### src/rtl/pg_pkg.sv
package pg_pkg;

  localparam int unsigned PG_NS_W = 32;
  localparam int unsigned PG_Q    = 16;

  typedef logic [PG_NS_W-1:0] pg_ns_t;

  typedef enum logic [1:0] {
    PG_IDLE = 2'd0,
    PG_RUN  = 2'd1,
    PG_HALT = 2'd2
  } pg_state_t;

  // Round up to the next 16 ns grid point.
  function automatic pg_ns_t pg_round16(input pg_ns_t v);
    logic [PG_NS_W:0] s;
    s = {1'b0, v} + (PG_NS_W+1)'(PG_Q - 1);
    return {s[PG_NS_W-1:4], 4'h0};
  endfunction

  // Start time: rounded, with a floor of one grid step.
  function automatic pg_ns_t pg_start_fix(input pg_ns_t v);
    pg_ns_t a;
    a = pg_round16(v);
    return (a < pg_ns_t'(PG_Q)) ? pg_ns_t'(PG_Q) : a;
  endfunction

  function automatic pg_ns_t pg_raw_high(input pg_ns_t per, input pg_ns_t hi,
                                         input logic duty);
    return duty ? hi : (per >> 1);
  endfunction

  function automatic pg_ns_t pg_raw_low(input pg_ns_t per, input pg_ns_t lo,
                                        input logic duty);
    pg_ns_t h;
    h = per >> 1;
    return duty ? lo : (per - h);
  endfunction

  // True when tod is at or within half a wrap beyond tgt.
  function automatic logic pg_reached(input pg_ns_t tod, input pg_ns_t tgt,
                                      input pg_ns_t wrap);
    logic [PG_NS_W:0] d;
    if (tod >= tgt) d = {1'b0, tod} - {1'b0, tgt};
    else            d = {1'b0, tod} + {1'b0, wrap} - {1'b0, tgt};
    return d < {2'b00, wrap[PG_NS_W-1:1]};
  endfunction

  // Add a duration modulo the wrap limit.
  function automatic pg_ns_t pg_advance(input pg_ns_t t, input pg_ns_t dur,
                                        input pg_ns_t wrap);
    logic [PG_NS_W:0] s;
    s = {1'b0, t} + {1'b0, dur};
    if (s >= {1'b0, wrap}) s = s - {1'b0, wrap};
    return s[PG_NS_W-1:0];
  endfunction

endpackage

### src/rtl/pg_shadow.sv
module pg_shadow
  import pg_pkg::*;
(
  input  logic   clk,
  input  logic   rst_n,
  input  logic   take,
  input  pg_ns_t high_ns,
  input  pg_ns_t low_ns,
  input  pg_ns_t period_ns,
  input  logic   duty_en,
  input  pg_ns_t start_ns,
  output pg_ns_t nx_start,
  output pg_ns_t act_hi,
  output pg_ns_t act_lo,
  output pg_ns_t act_start
);

  pg_ns_t nx_hi, nx_lo;

  always_comb begin
    nx_hi    = pg_round16(pg_raw_high(period_ns, high_ns, duty_en));
    nx_lo    = pg_round16(pg_raw_low(period_ns, low_ns, duty_en));
    nx_start = pg_start_fix(start_ns);
  end

  always_ff @(posedge clk) begin
    if (!rst_n) begin
      act_hi    <= pg_ns_t'(PG_Q);
      act_lo    <= pg_ns_t'(PG_Q);
      act_start <= pg_ns_t'(PG_Q);
    end else if (take) begin
      act_hi    <= nx_hi;
      act_lo    <= nx_lo;
      act_start <= nx_start;
    end
  end

endmodule

### src/rtl/pg_ctrl.sv
module pg_ctrl
  import pg_pkg::*;
(
  input  logic      clk,
  input  logic      rst_n,
  input  logic      take,
  input  logic      clr,
  input  logic      en,
  input  logic      stop,
  output pg_state_t state,
  output logic      arm,
  output logic      ack
);

  assign arm = take && en && !stop;

  always_ff @(posedge clk) begin
    if (!rst_n) begin
      state <= PG_IDLE;
      ack   <= 1'b0;
    end else begin
      ack <= take;
      if (clr)       state <= PG_IDLE;
      else if (take) state <= stop ? PG_HALT : (en ? PG_RUN : PG_IDLE);
    end
  end

endmodule

### src/rtl/pg_wave.sv
module pg_wave
  import pg_pkg::*;
#(
  parameter int unsigned NS_WRAP = 1000000000
) (
  input  logic   clk,
  input  logic   rst_n,
  input  logic   halt,
  input  logic   arm,
  input  logic   run,
  input  pg_ns_t tod_ns,
  input  pg_ns_t first_edge,
  input  pg_ns_t act_hi,
  input  pg_ns_t act_lo,
  output logic   pulse,
  output logic   edge_hit
);

  localparam pg_ns_t WRAP = pg_ns_t'(NS_WRAP);

  pg_ns_t target;

  assign edge_hit = run && pg_reached(tod_ns, target, WRAP);

  always_ff @(posedge clk) begin
    if (!rst_n) begin
      pulse  <= 1'b0;
      target <= '0;
    end else if (halt) begin
      pulse <= 1'b0;
      if (arm) target <= first_edge;
    end else if (edge_hit) begin
      pulse  <= ~pulse;
      target <= pg_advance(target, pulse ? act_lo : act_hi, WRAP);
    end
  end

endmodule

### src/rtl/pulse_gen_top.sv
module pulse_gen_top
  import pg_pkg::*;
#(
  parameter int unsigned NS_WRAP = 1000000000
) (
  input  logic        clk,
  input  logic        rst_n,
  input  logic [31:0] tod_ns,
  input  logic [31:0] high_ns,
  input  logic [31:0] low_ns,
  input  logic [31:0] period_ns,
  input  logic        duty_en,
  input  logic [31:0] start_ns,
  input  logic        ctl_en,
  input  logic        ctl_clr,
  input  logic        ctl_stop,
  input  logic        sync_stb,
  output logic        sync_ack,
  output logic        pulse_o
);

  pg_state_t state;
  pg_ns_t    nx_start, act_hi, act_lo, act_start;
  logic      take, arm, edge_hit, halt, st_run, st_halt;

  assign take    = sync_stb && !ctl_clr;
  assign halt    = ctl_clr || take;
  assign st_run  = (state == PG_RUN);
  assign st_halt = (state == PG_HALT);

  pg_shadow u_shadow (
    .clk(clk), .rst_n(rst_n), .take(take),
    .high_ns(high_ns), .low_ns(low_ns), .period_ns(period_ns),
    .duty_en(duty_en), .start_ns(start_ns), .nx_start(nx_start),
    .act_hi(act_hi), .act_lo(act_lo), .act_start(act_start)
  );

  pg_ctrl u_ctrl (
    .clk(clk), .rst_n(rst_n), .take(take), .clr(ctl_clr),
    .en(ctl_en), .stop(ctl_stop), .state(state), .arm(arm), .ack(sync_ack)
  );

  pg_wave #(.NS_WRAP(NS_WRAP)) u_wave (
    .clk(clk), .rst_n(rst_n), .halt(halt), .arm(arm), .run(st_run),
    .tod_ns(tod_ns), .first_edge(nx_start), .act_hi(act_hi),
    .act_lo(act_lo), .pulse(pulse_o), .edge_hit(edge_hit)
  );

endmodule

### config.mk
export PLATFORM = sky130hd
export DESIGN_NAME = pulse_gen_top
export DESIGN_NICKNAME = d
export VERILOG_FILES = /design/src/rtl/pg_pkg.sv /design/src/rtl/pg_shadow.sv /design/src/rtl/pg_ctrl.sv /design/src/rtl/pg_wave.sv /design/src/rtl/pulse_gen_top.sv
export SDC_FILE = /design/constraint.sdc
export NUM_CORES = 1
export LEC_CHECK = 0
export BUFFER_PORTS_ARGS = -buffer_cell sky130_fd_sc_hd__buf_2
export CELL_PAD_IN_SITES_DETAIL_PLACEMENT = 1
export CELL_PAD_IN_SITES_GLOBAL_PLACEMENT = 2
export CORE_UTILIZATION = 35
export CTS_BUF_LIST = sky130_fd_sc_hd__clkbuf_8
export DETAILED_ROUTE_END_ITERATION = 10
export MAX_ROUTING_LAYER = met4
export PLACE_DENSITY_LB_ADDON = 0.08
export SYNTH_ARGS = -nofsm -noshare
export SYNTH_HDL_FRONTEND = slang
export SYNTH_SLANG_ARGS = --single-unit
### constraint.sdc
create_clock -name clk -period 5.35 [get_ports clk]
set_input_delay 0.2675 -clock clk [delete_from_list [all_inputs] [get_ports clk]]
set_output_delay 0.2675 -clock clk [all_outputs]
set_load 0.005 [all_outputs]
==> results.json, run 1 <==
{
  "core_area_um2": 40000,
  "hold_violations": 0,
  "slew_violations": 0,
  "drtAntennaViolNets": 0,
  "antenna_found_initial": 0,
  "grtUsageTotal_pct": 24.9,
  "synth-edff-count": 0,
  "hold_class": "primary input to register",
  "finClkSkew_ns": 0.0109,
  "dr.first_iter.drc_count": 508,
  "grt_pass1_vias": 15400,
  "start_util_pct": 35.8,
  "numCtsBuffers": 9,
  "cts_max_path_buffers": 2,
  "fin_crit_sh_pct": 94.3,
  "place_inst": 2625,
  "io_buffers": 168,
  "overflow": 0,
  "clk_pin_slew_ns": 0.10,
  "ios": 169,
  "p_leak_nw": 6.73,
  "dominantRegCellSynth": "dfxtp_1",
  "reg2reg_from": "u_wave.target[5]",
  "crit_start": "u_wave.target[5]",
  "cellPowerDensity_nw_per_um2": 159,
  "cp.required_ns": 5.64,
  "routed_wl_mm": 50.9,
  "min_from": "ctl_en",
  "place_congestion": 0.882,
  "yosysMostFrequentCell": "nand2_1",
  "start_kind": "register",
  "rsz0062_at_grt": "false",
  "rows": 73,
  "synthCells": 1986,
  "drive_above_1_share_pct": 14.4,
  "drv_cap": 0,
  "antenna_cells": 0,
  "wl_per_cell_um": 19.3,
  "synth.avg_cell_area_um2": 7.21,
  "power.total_w": 0.00253,
  "fmax_ghz": 0.198,
  "critPathKind": "register to register",
  "worst_pin_slew_ns": 0.793,
  "final_cells": 2641,
  "synthesis.yosys.warnings": 0,
  "via_per_inst": 5.66,
  "netlist_top_cells_count": "nand2_1 (206), a21oi_1 (193), inv_1 (152)",
  "hold_buffers": 0,
  "crit_arrival_ns": 5.34,
  "drc_errors": 0,
  "grt_pass1_wl_mm": 81.6,
  "clock_sinks": 88,
  "seq_area_frac_synth_pct": 12.3,
  "fin_util_pct": 39.7,
  "post-route-min-period_ns": 5.04,
  "syn_area_um2": 14300,
  "synth_top_area_cell": "dfxtp_1",
  "die_width_um": 204,
  "ff2ff_setup_slack_ns": 0.31,
  "setup_tns_ns": 0,
  "cp_max_fo": 26,
  "grt_start_max_net_pins": 61,
  "clock_latency_ns": 0.38,
  "yosys.area.top_type_share_pct": 12.3,
  "finalNetCount": 2430,
  "outcome": "complete, no violations",
  "syn2layout_area_growth_pct": 10.9,
  "routed-via-count": 14900,
  "die_y_um": 204,
  "setup_violations": 0,
  "die_area_um2": 41700,
  "htree_levels": 3,
  "synth_cell_types": 106,
  "synthesis.nets": 2305,
  "synthTopCellsByArea": "dfxtp_1 (12%), ha_1 (12%), a21oi_1 (6.7%), nand2_1 (5.4%), xnor2_1 (5.3%)",
  "relSlewSlack_pct": 46.5,
  "cts_root_buf": "clkbuf_8",
  "irDropWorstVdd_mv": 0.0877,
  "async_flop_share_pct": 0,
  "post_cts_buffers": 0,
  "hpwl_mm": 43.4,
  "cts_tree": "done",
  "ys_seq_elements": 88,
  "cp-end-kind": "register",
  "firstDrtPassIters": 5
}
layout make-up:
| cell class | instances | area (µm²) |
|---|---|---|
| clock inverter | 7 | 78.8 |
| clock buffer | 9 | 124 |
| timing repair buffer | 197 | 1060 |
| inverter | 154 | 578 |
| multi-input combinational | 1661 | 11600 |
| tap | 525 | 657 |
| fill | 5149 | 24100 |
| sequential | 88 | 1760 |
sequential cells by signal, indices dropped and copies added, names as in the netlist:
register         cells
u_ctrl.state         2
u_shadow.act_hi     28
u_shadow.act_lo     28
u_ctrl.ack           1
u_wave.target       28
u_wave.pulse         1
layer usage:
| layer | share of wire (%) | track usage (%) |
|---|---|---|
| met1 | 47 | 31.2 |
| met5 | 0 | - |
| met2 | 48 | 43.0 |
| met4 | 2.7 | 7.46 |
| met3 | 2.1 | 1.31 |
cell usage in the layout, fill, tap and decap left out, types with 36 or more instances in the layout:
master | Yosys | final
a21o_1 | 37 | 37
a21oi_1 | 193 | 193
buf_2 | 18 | 167
dfxtp_1 | 88 | 88
ha_1 | 135 | 135
inv_1 | 152 | 152
nand2_1 | 206 | 205
nand3_1 | 63 | 63
nand4_1 | 38 | 38
nor2_1 | 127 | 127
nor3_1 | 36 | 36
o211ai_1 | 42 | 42
o21ai_0 | 95 | 94
xnor2_1 | 86 | 86
xor2_1 | 38 | 38
where the power goes:
group / internal, W / switching (W) / total, W / leakage (nW)
registers: 0.000688 / 0.0000241 / 0.000712 / 0.718
logic: 0.000519 / 0.000806 / 0.00133 / 5.91
clock network: 0.000221 / 0.000267 / 0.000488 / 0.103
cells by family after synthesis:
family                   synth area share, %
AND/OR/NAND/NOR                         25.2
AO/OA/AOI/OAI                           29.1
buffers and inverters                   6.63
adder cells (fa/ha/maj)                 14.2
XOR/XNOR                                7.70
flip-flops                              12.3
multiplexers                            4.88
repair_timing:
item | CTS | global route
gates resized for setup | 0 | 1
endpoints found under the setup margin | 0 | 3
endpoints found under the hold margin | 0 | 0
path summary, 6_finish.rpt:
path	to	cells past startpoint
setup / recovery	u_wave.target[5]	16
hold / removal	u_ctrl.state[0]	3
setup reg to reg	u_wave.target[5]	16
hold reg to reg	u_shadow.act_hi[14]	2
through the flow:
step / cell area, µm² / setup WS [ns] / hold WS [ns]
2_1_floorplan: 14300 / 0.665 / 0.414
5_1_grt: 15900 / 0.00211 / 0.160
4_1_cts: 15900 / 0.308 / 0.140
3_5_place_dp: 15700 / 0.336 / 0.444
6_report: 15900 / 0.305 / 0.160
3_3_place_gp: 15700 / 0.444 / 0.434
worst max-delay path: stages (launching register included):
cell and delay [ns]:
dfxtp_1 0.40, inv_1 0.14, ha_1 0.24, fa_1 0.52, o21ai_0 0.14, a2111oi_2 0.42
o21ai_1 0.28, a21oi_2 0.34, o21ai_0 0.13, a2111oi_0 0.56, nor4_1 0.15, o31ai_1 0.39
o2111ai_1 0.34, a31oi_2 0.23, buf_4 0.32, a211oi_1 0.09, a211oi_1 0.25
(Power assumes the default switching activity.)
==> inputs of run 2 (changes only) <==
--- a/config.mk
+++ b/config.mk
@@ -9,7 +9,7 @@
 export CELL_PAD_IN_SITES_DETAIL_PLACEMENT = 1
 export CELL_PAD_IN_SITES_GLOBAL_PLACEMENT = 2
 export CORE_UTILIZATION = 35
-export CTS_BUF_LIST = sky130_fd_sc_hd__clkbuf_8
+export CTS_BUF_LIST = sky130_fd_sc_hd__clkbuf_4
 export DETAILED_ROUTE_END_ITERATION = 10
 export MAX_ROUTING_LAYER = met4
 export PLACE_DENSITY_LB_ADDON = 0.08
==> results.json, run 2 (synthesis gave the netlist of run 1 again) <==
{
  "p_leak_nw": 6.71,
  "critPathKind": "register to register",
  "cellPowerDensity_nw_per_um2": 155,
  "start_kind": "register",
  "dr.first_iter.drc_count": 506,
  "cts_max_path_buffers": 2,
  "grt_pass1_vias": 15400,
  "clk_pin_slew_ns": 0.16,
  "slew_violations": 0,
  "reg_top3": "u_shadow.act_hi: 28 flops, u_shadow.act_lo: 28 flops, u_wave.target: 28 flops",
  "antenna_found_initial": 1,
  "hold_buffers": 0,
  "fmax_ghz": 0.198,
  "final_cell_mix": "nand2_1 (205), a21oi_1 (193), buf_2 (167)",
  "syn2layout_area_growth_pct": 10.6,
  "irDropWorstVdd_mv": 0.0804,
  "drtAntennaViolNets": 0,
  "overflow": 0,
  "die_area_um2": 41700,
  "rows": 73,
  "finClkSkew_ns": 0.0127,
  "setup_tns_ns": 0,
  "drive_above_1_share_pct": 14.4,
  "hold_violations": 0,
  "multi_input_area_um2": 11600,
  "hpwl_mm": 43.4,
  "grt_pass1_wl_mm": 81.5,
  "r2r_cells": 16,
  "place_congestion": 0.882,
  "fin_util_pct": 39.6,
  "drv_cap": 0,
  "die_width_um": 204,
  "cp.required_ns": 5.76,
  "fin_crit_sh_pct": 94.4,
  "numCtsBuffers": 9,
  "start_util_pct": 35.8,
  "core_area_um2": 40000,
  "setup_violations": 0,
  "layout_commonest_cell": "nand2_1",
  "cp_max_fo": 26,
  "cts_root_buf": "clkbuf_4",
  "seq_area_um2": 1760,
  "ios": 169,
  "post_cts_buffers": 0,
  "grt_start_max_net_pins": 61,
  "htree_levels": 3,
  "drc_errors": 0,
  "nFillCells": 5150,
  "worst_pin_slew_ns": 0.801,
  "clock_sinks": 88,
  "post-route-min-period_ns": 5.05,
  "routed-via-count": 15000,
  "grtUsageTotal_pct": 24.9,
  "io_buffers": 168,
  "cts_resized": 0,
  "cp-end-kind": "register",
  "hold_class": "primary input to register",
  "firstDrtPassIters": 5,
  "die_y_um": 204,
  "wl_per_cell_um": 19.3,
  "relSlewSlack_pct": 45.9,
  "clock_latency_ns": 0.49,
  "finalNetCount": 2430,
  "rsz0062_at_grt": "false",
  "crit_arrival_ns": 5.46,
  "routed_wl_mm": 51.0,
  "cts_tree": "done",
  "via_per_inst": 5.67,
  "outcome": "complete, no violations",
  "hold_depth": 3
}
[run 2: routing by layer]
| metal | GRT usage, % | routed length [µm] | up-vias |
|---|---|---|---|
| met5 | - | 0 | - |
| met4 | 7.30 | 1370 | 0 |
| met3 | 1.36 | 1050 | 66 |
| met2 | 43.0 | 24600 | 222 |
| met1 | 31.2 | 24000 | 7176 |
| li1 | - | - | 7503 |
[run 2: area by class of cell]
type                    count  share of cell area [%]
diodes                      1                  0.0158
clock buffers               9                   0.427
clock inverters             7                   0.498
inverters                 154                    3.65
multi-input cells        1661                    73.4
flip-flops and latches     88                    11.1
well taps                 525                    4.15
repair buffers            197                    6.70
[run 2: final timing paths]
kind | start | to | slack, ns
setup / recovery | u_wave.target[5] | u_wave.target[5] | 0.30
hold reg to reg | u_shadow.act_hi[14] | u_shadow.act_hi[14] | 0.46
hold / removal | ctl_en | u_ctrl.state[0] | 0.04
setup reg to reg | u_wave.target[5] | u_wave.target[5] | 0.30
[run 2: critical path, cell delays in order, from the launching register on]
cell	delay, ns
dfxtp_1	0.42
inv_1	0.14
ha_1	0.24
fa_1	0.52
o21ai_0	0.14
a2111oi_2	0.42
o21ai_1	0.27
a21oi_2	0.34
o21ai_0	0.13
a2111oi_0	0.56
nor4_1	0.15
o31ai_1	0.39
o2111ai_1	0.34
a31oi_2	0.23
buf_4	0.32
a211oi_1	0.09
a211oi_1	0.24
[run 2: power by group]
group          internal [W]  switching (W)  total [W]
Combinational      0.000519       0.000807    0.00133
Sequential         0.000689      0.0000242   0.000713
Clock              0.000148       0.000261   0.000409
[run 2: stage by stage]
stage	cell area, µm²	setup slack, ns	hold slack (ns)	std cells	power [W]
3_3_place_gp	15700	0.444	0.434	2625	0.00202
2_1_floorplan	14300	0.665	0.414	1986	0.00165
5_1_grt	15800	0.00404	0.0368	2642	0.00264
4_1_cts	15800	0.297	0.00268	2641	0.00246
3_5_place_dp	15700	0.336	0.444	2625	0.00205
6_report	15800	0.300	0.0363	2642	0.00245
==> inputs of run 3 (changes only) <==
--- a/config.mk
+++ b/config.mk
@@ -11,8 +11,10 @@
 export CORE_UTILIZATION = 35
 export CTS_BUF_LIST = sky130_fd_sc_hd__clkbuf_4
 export DETAILED_ROUTE_END_ITERATION = 10
+export GPL_ROUTABILITY_DRIVEN = 0
 export MAX_ROUTING_LAYER = met4
 export PLACE_DENSITY_LB_ADDON = 0.08
+export REMOVE_ABC_BUFFERS = 1
 export SYNTH_ARGS = -nofsm -noshare
 export SYNTH_HDL_FRONTEND = slang
 export SYNTH_SLANG_ARGS = --single-unit
==> results.json, run 3 (synthesis gave the netlist of run 1 again) <==
{
  "wl_per_cell_um": 19.0,
  "multi_input_area_um2": 11600,
  "drv_cap": 0,
  "clk_pin_slew_ns": 0.16,
  "seq_area_um2": 1760,
  "overflow": 0,
  "cts_tree": "done",
  "antenna_found_initial": 1,
  "hold_slack_ns": 0.0223,
  "start_util_pct": 35.8,
  "worst_pin_slew_ns": 0.817,
  "rsz0062_at_grt": "false",
  "layout_commonest_cell": "nand2_1",
  "grt_pass1_wl_mm": 80.8,
  "die_width_um": 204,
  "reg_top3": "u_shadow.act_hi: 28 flops, u_shadow.act_lo: 28 flops, u_wave.target: 28 flops",
  "setup_tns_ns": 0,
  "grtUsageTotal_pct": 24.7,
  "hold_violations": 0,
  "firstDrtPassIters": 5,
  "cts_root_buf": "clkbuf_4",
  "finClkSkew_ns": 0.0220,
  "setup_violations": 0,
  "r2r_cells": 15,
  "cp.depth": 15,
  "rows": 73,
  "cp_max_fo": 30,
  "pwr-share-comb_pct": 53.1,
  "htree_levels": 3,
  "cts_max_path_buffers": 2,
  "final_cells": 2644,
  "io_buffers": 168,
  "slowest_delay_ns": 0.62,
  "final_cell_area_um2": 15900,
  "hold_class": "primary input to register",
  "p_leak_nw": 6.72,
  "die_area_um2": 41700,
  "grt_start_max_net_pins": 61,
  "routed-via-count": 15000,
  "hold_buffers": 0,
  "cp-end-kind": "register",
  "fmax_ghz": 0.199,
  "place_area_um2": 15700,
  "place_ws_ns": 0.386,
  "final_cell_mix": "nand2_1 (205), a21oi_1 (193), buf_2 (167)",
  "cellPowerDensity_nw_per_um2": 157,
  "slowest_stage": "a31o_2",
  "outcome": "complete, no violations",
  "clkPwrFrac_pct": 18.3,
  "hold_depth": 3,
  "cp.required_ns": 5.78,
  "clock_sinks": 88,
  "start_kind": "register",
  "slew_violations": 0,
  "switchingPower_w": 0.00109,
  "hpwl_mm": 42.5,
  "relSlewSlack_pct": 44.9,
  "numCtsBuffers": 9,
  "fin_crit_sh_pct": 93.7,
  "cp_num_buf_inv": 1,
  "drtAntennaViolNets": 0,
  "syn2layout_area_growth_pct": 10.9,
  "crit_top_cell": "o2111ai_1",
  "crit_arrival_ns": 5.45,
  "crit_chain": "inv_1 > ha_1 > fa_1 > o21ai_0 > a2111oi_2 > o21ai_1 > a21oi_2 > o2111ai_1 > and4_1 > nor4_1 > o31ai_1 > o2111ai_1 > a31o_2 > o221ai_1 > a21oi_1",
  "ios": 169,
  "post_cts_buffers": 0,
  "via_per_inst": 5.67,
  "die_y_um": 204,
  "swShare_pct": 43.7,
  "layout_setup_ws_ns": 0.335,
  "drive_above_1_share_pct": 14.5,
  "seqPwrFrac_pct": 28.7,
  "dr.first_iter.drc_count": 571,
  "routed_wl_mm": 50.2,
  "nFillCells": 5183,
  "irDropWorstVdd_mv": 0.0824,
  "critPathKind": "register to register",
  "crit_family": "compound AO/OA/AOI/OAI gates",
  "core_area_um2": 40000,
  "clock_latency_ns": 0.50,
  "post-route-min-period_ns": 5.02,
  "place_inst": 2628,
  "drc_errors": 0,
  "grt_pass1_vias": 15300,
  "p_int_w": 0.00140,
  "finalNetCount": 2433
}
[run 3: changes by cell type in the layout (fill, tap and decap cells not counted), moves of 2 or more]
cell      change
inv_6         +2
clkinv_2      -2
inv_8         -2
buf_4         +2
[run 3: area by class of cell]
| class | count | area share, % |
|---|---|---|
| multi-input cells | 1661 | 73.2 |
| flip-flops and latches | 88 | 11.1 |
| repair buffers | 200 | 6.90 |
| well taps | 525 | 4.14 |
| inverters | 154 | 3.64 |
| clock inverters | 6 | 0.583 |
| clock buffers | 9 | 0.425 |
| diodes | 1 | 0.0158 |
[run 3: per-layer routing]
layer | up-vias | wire [µm] | track usage [%]
li1 | 7523 | - | -
met1 | 7184 | 23500 | 30.6
met2 | 203 | 24700 | 43.2
met3 | 72 | 806 | 1.07
met4 | 0 | 1280 | 7.06
met5 | - | 0 | -
[run 3: through the flow]
step	total power, W	utilization, %
floorplan	0.00162	-
global placement	0.00201	39.3
detailed placement	0.00204	39.3
CTS	0.00250	39.7
global route	0.00267	39.7
finish	0.00249	39.7
[run 3: power groups by stage]
stage | registers [W] | clock network, W | logic (W)
floorplan | 0.000716 | 0 | 0.000905
global placement | 0.000728 | 0 | 0.00129
detailed placement | 0.000728 | 0 | 0.00131
CTS | 0.000714 | 0.000466 | 0.00132
global route | 0.000718 | 0.000488 | 0.00146
finish | 0.000713 | 0.000454 | 0.00132
[run 3: timing repair]
action                     in CTS  in global routing
hold endpoints to repair        0                  0
setup endpoints to repair       0                 13
resized for setup               0                  2
[run 3: final timing paths]
path                               to                 from  slack [ns]
hold / removal        u_ctrl.state[0]               ctl_en        0.02
hold reg to reg   u_shadow.act_lo[20]  u_shadow.act_lo[20]        0.46
setup reg to reg     u_wave.target[4]     u_wave.target[5]        0.33
setup / recovery     u_wave.target[4]     u_wave.target[5]        0.33
[run 3: worst reg2reg max path, delay by kind of cell, from the launching register on]
family	cells	cell delay, ns
fa+ha+maj	2	0.74
compound gates	10	2.95
simple gates	2	0.69
flops	1	0.42
buf+inv	1	0.14
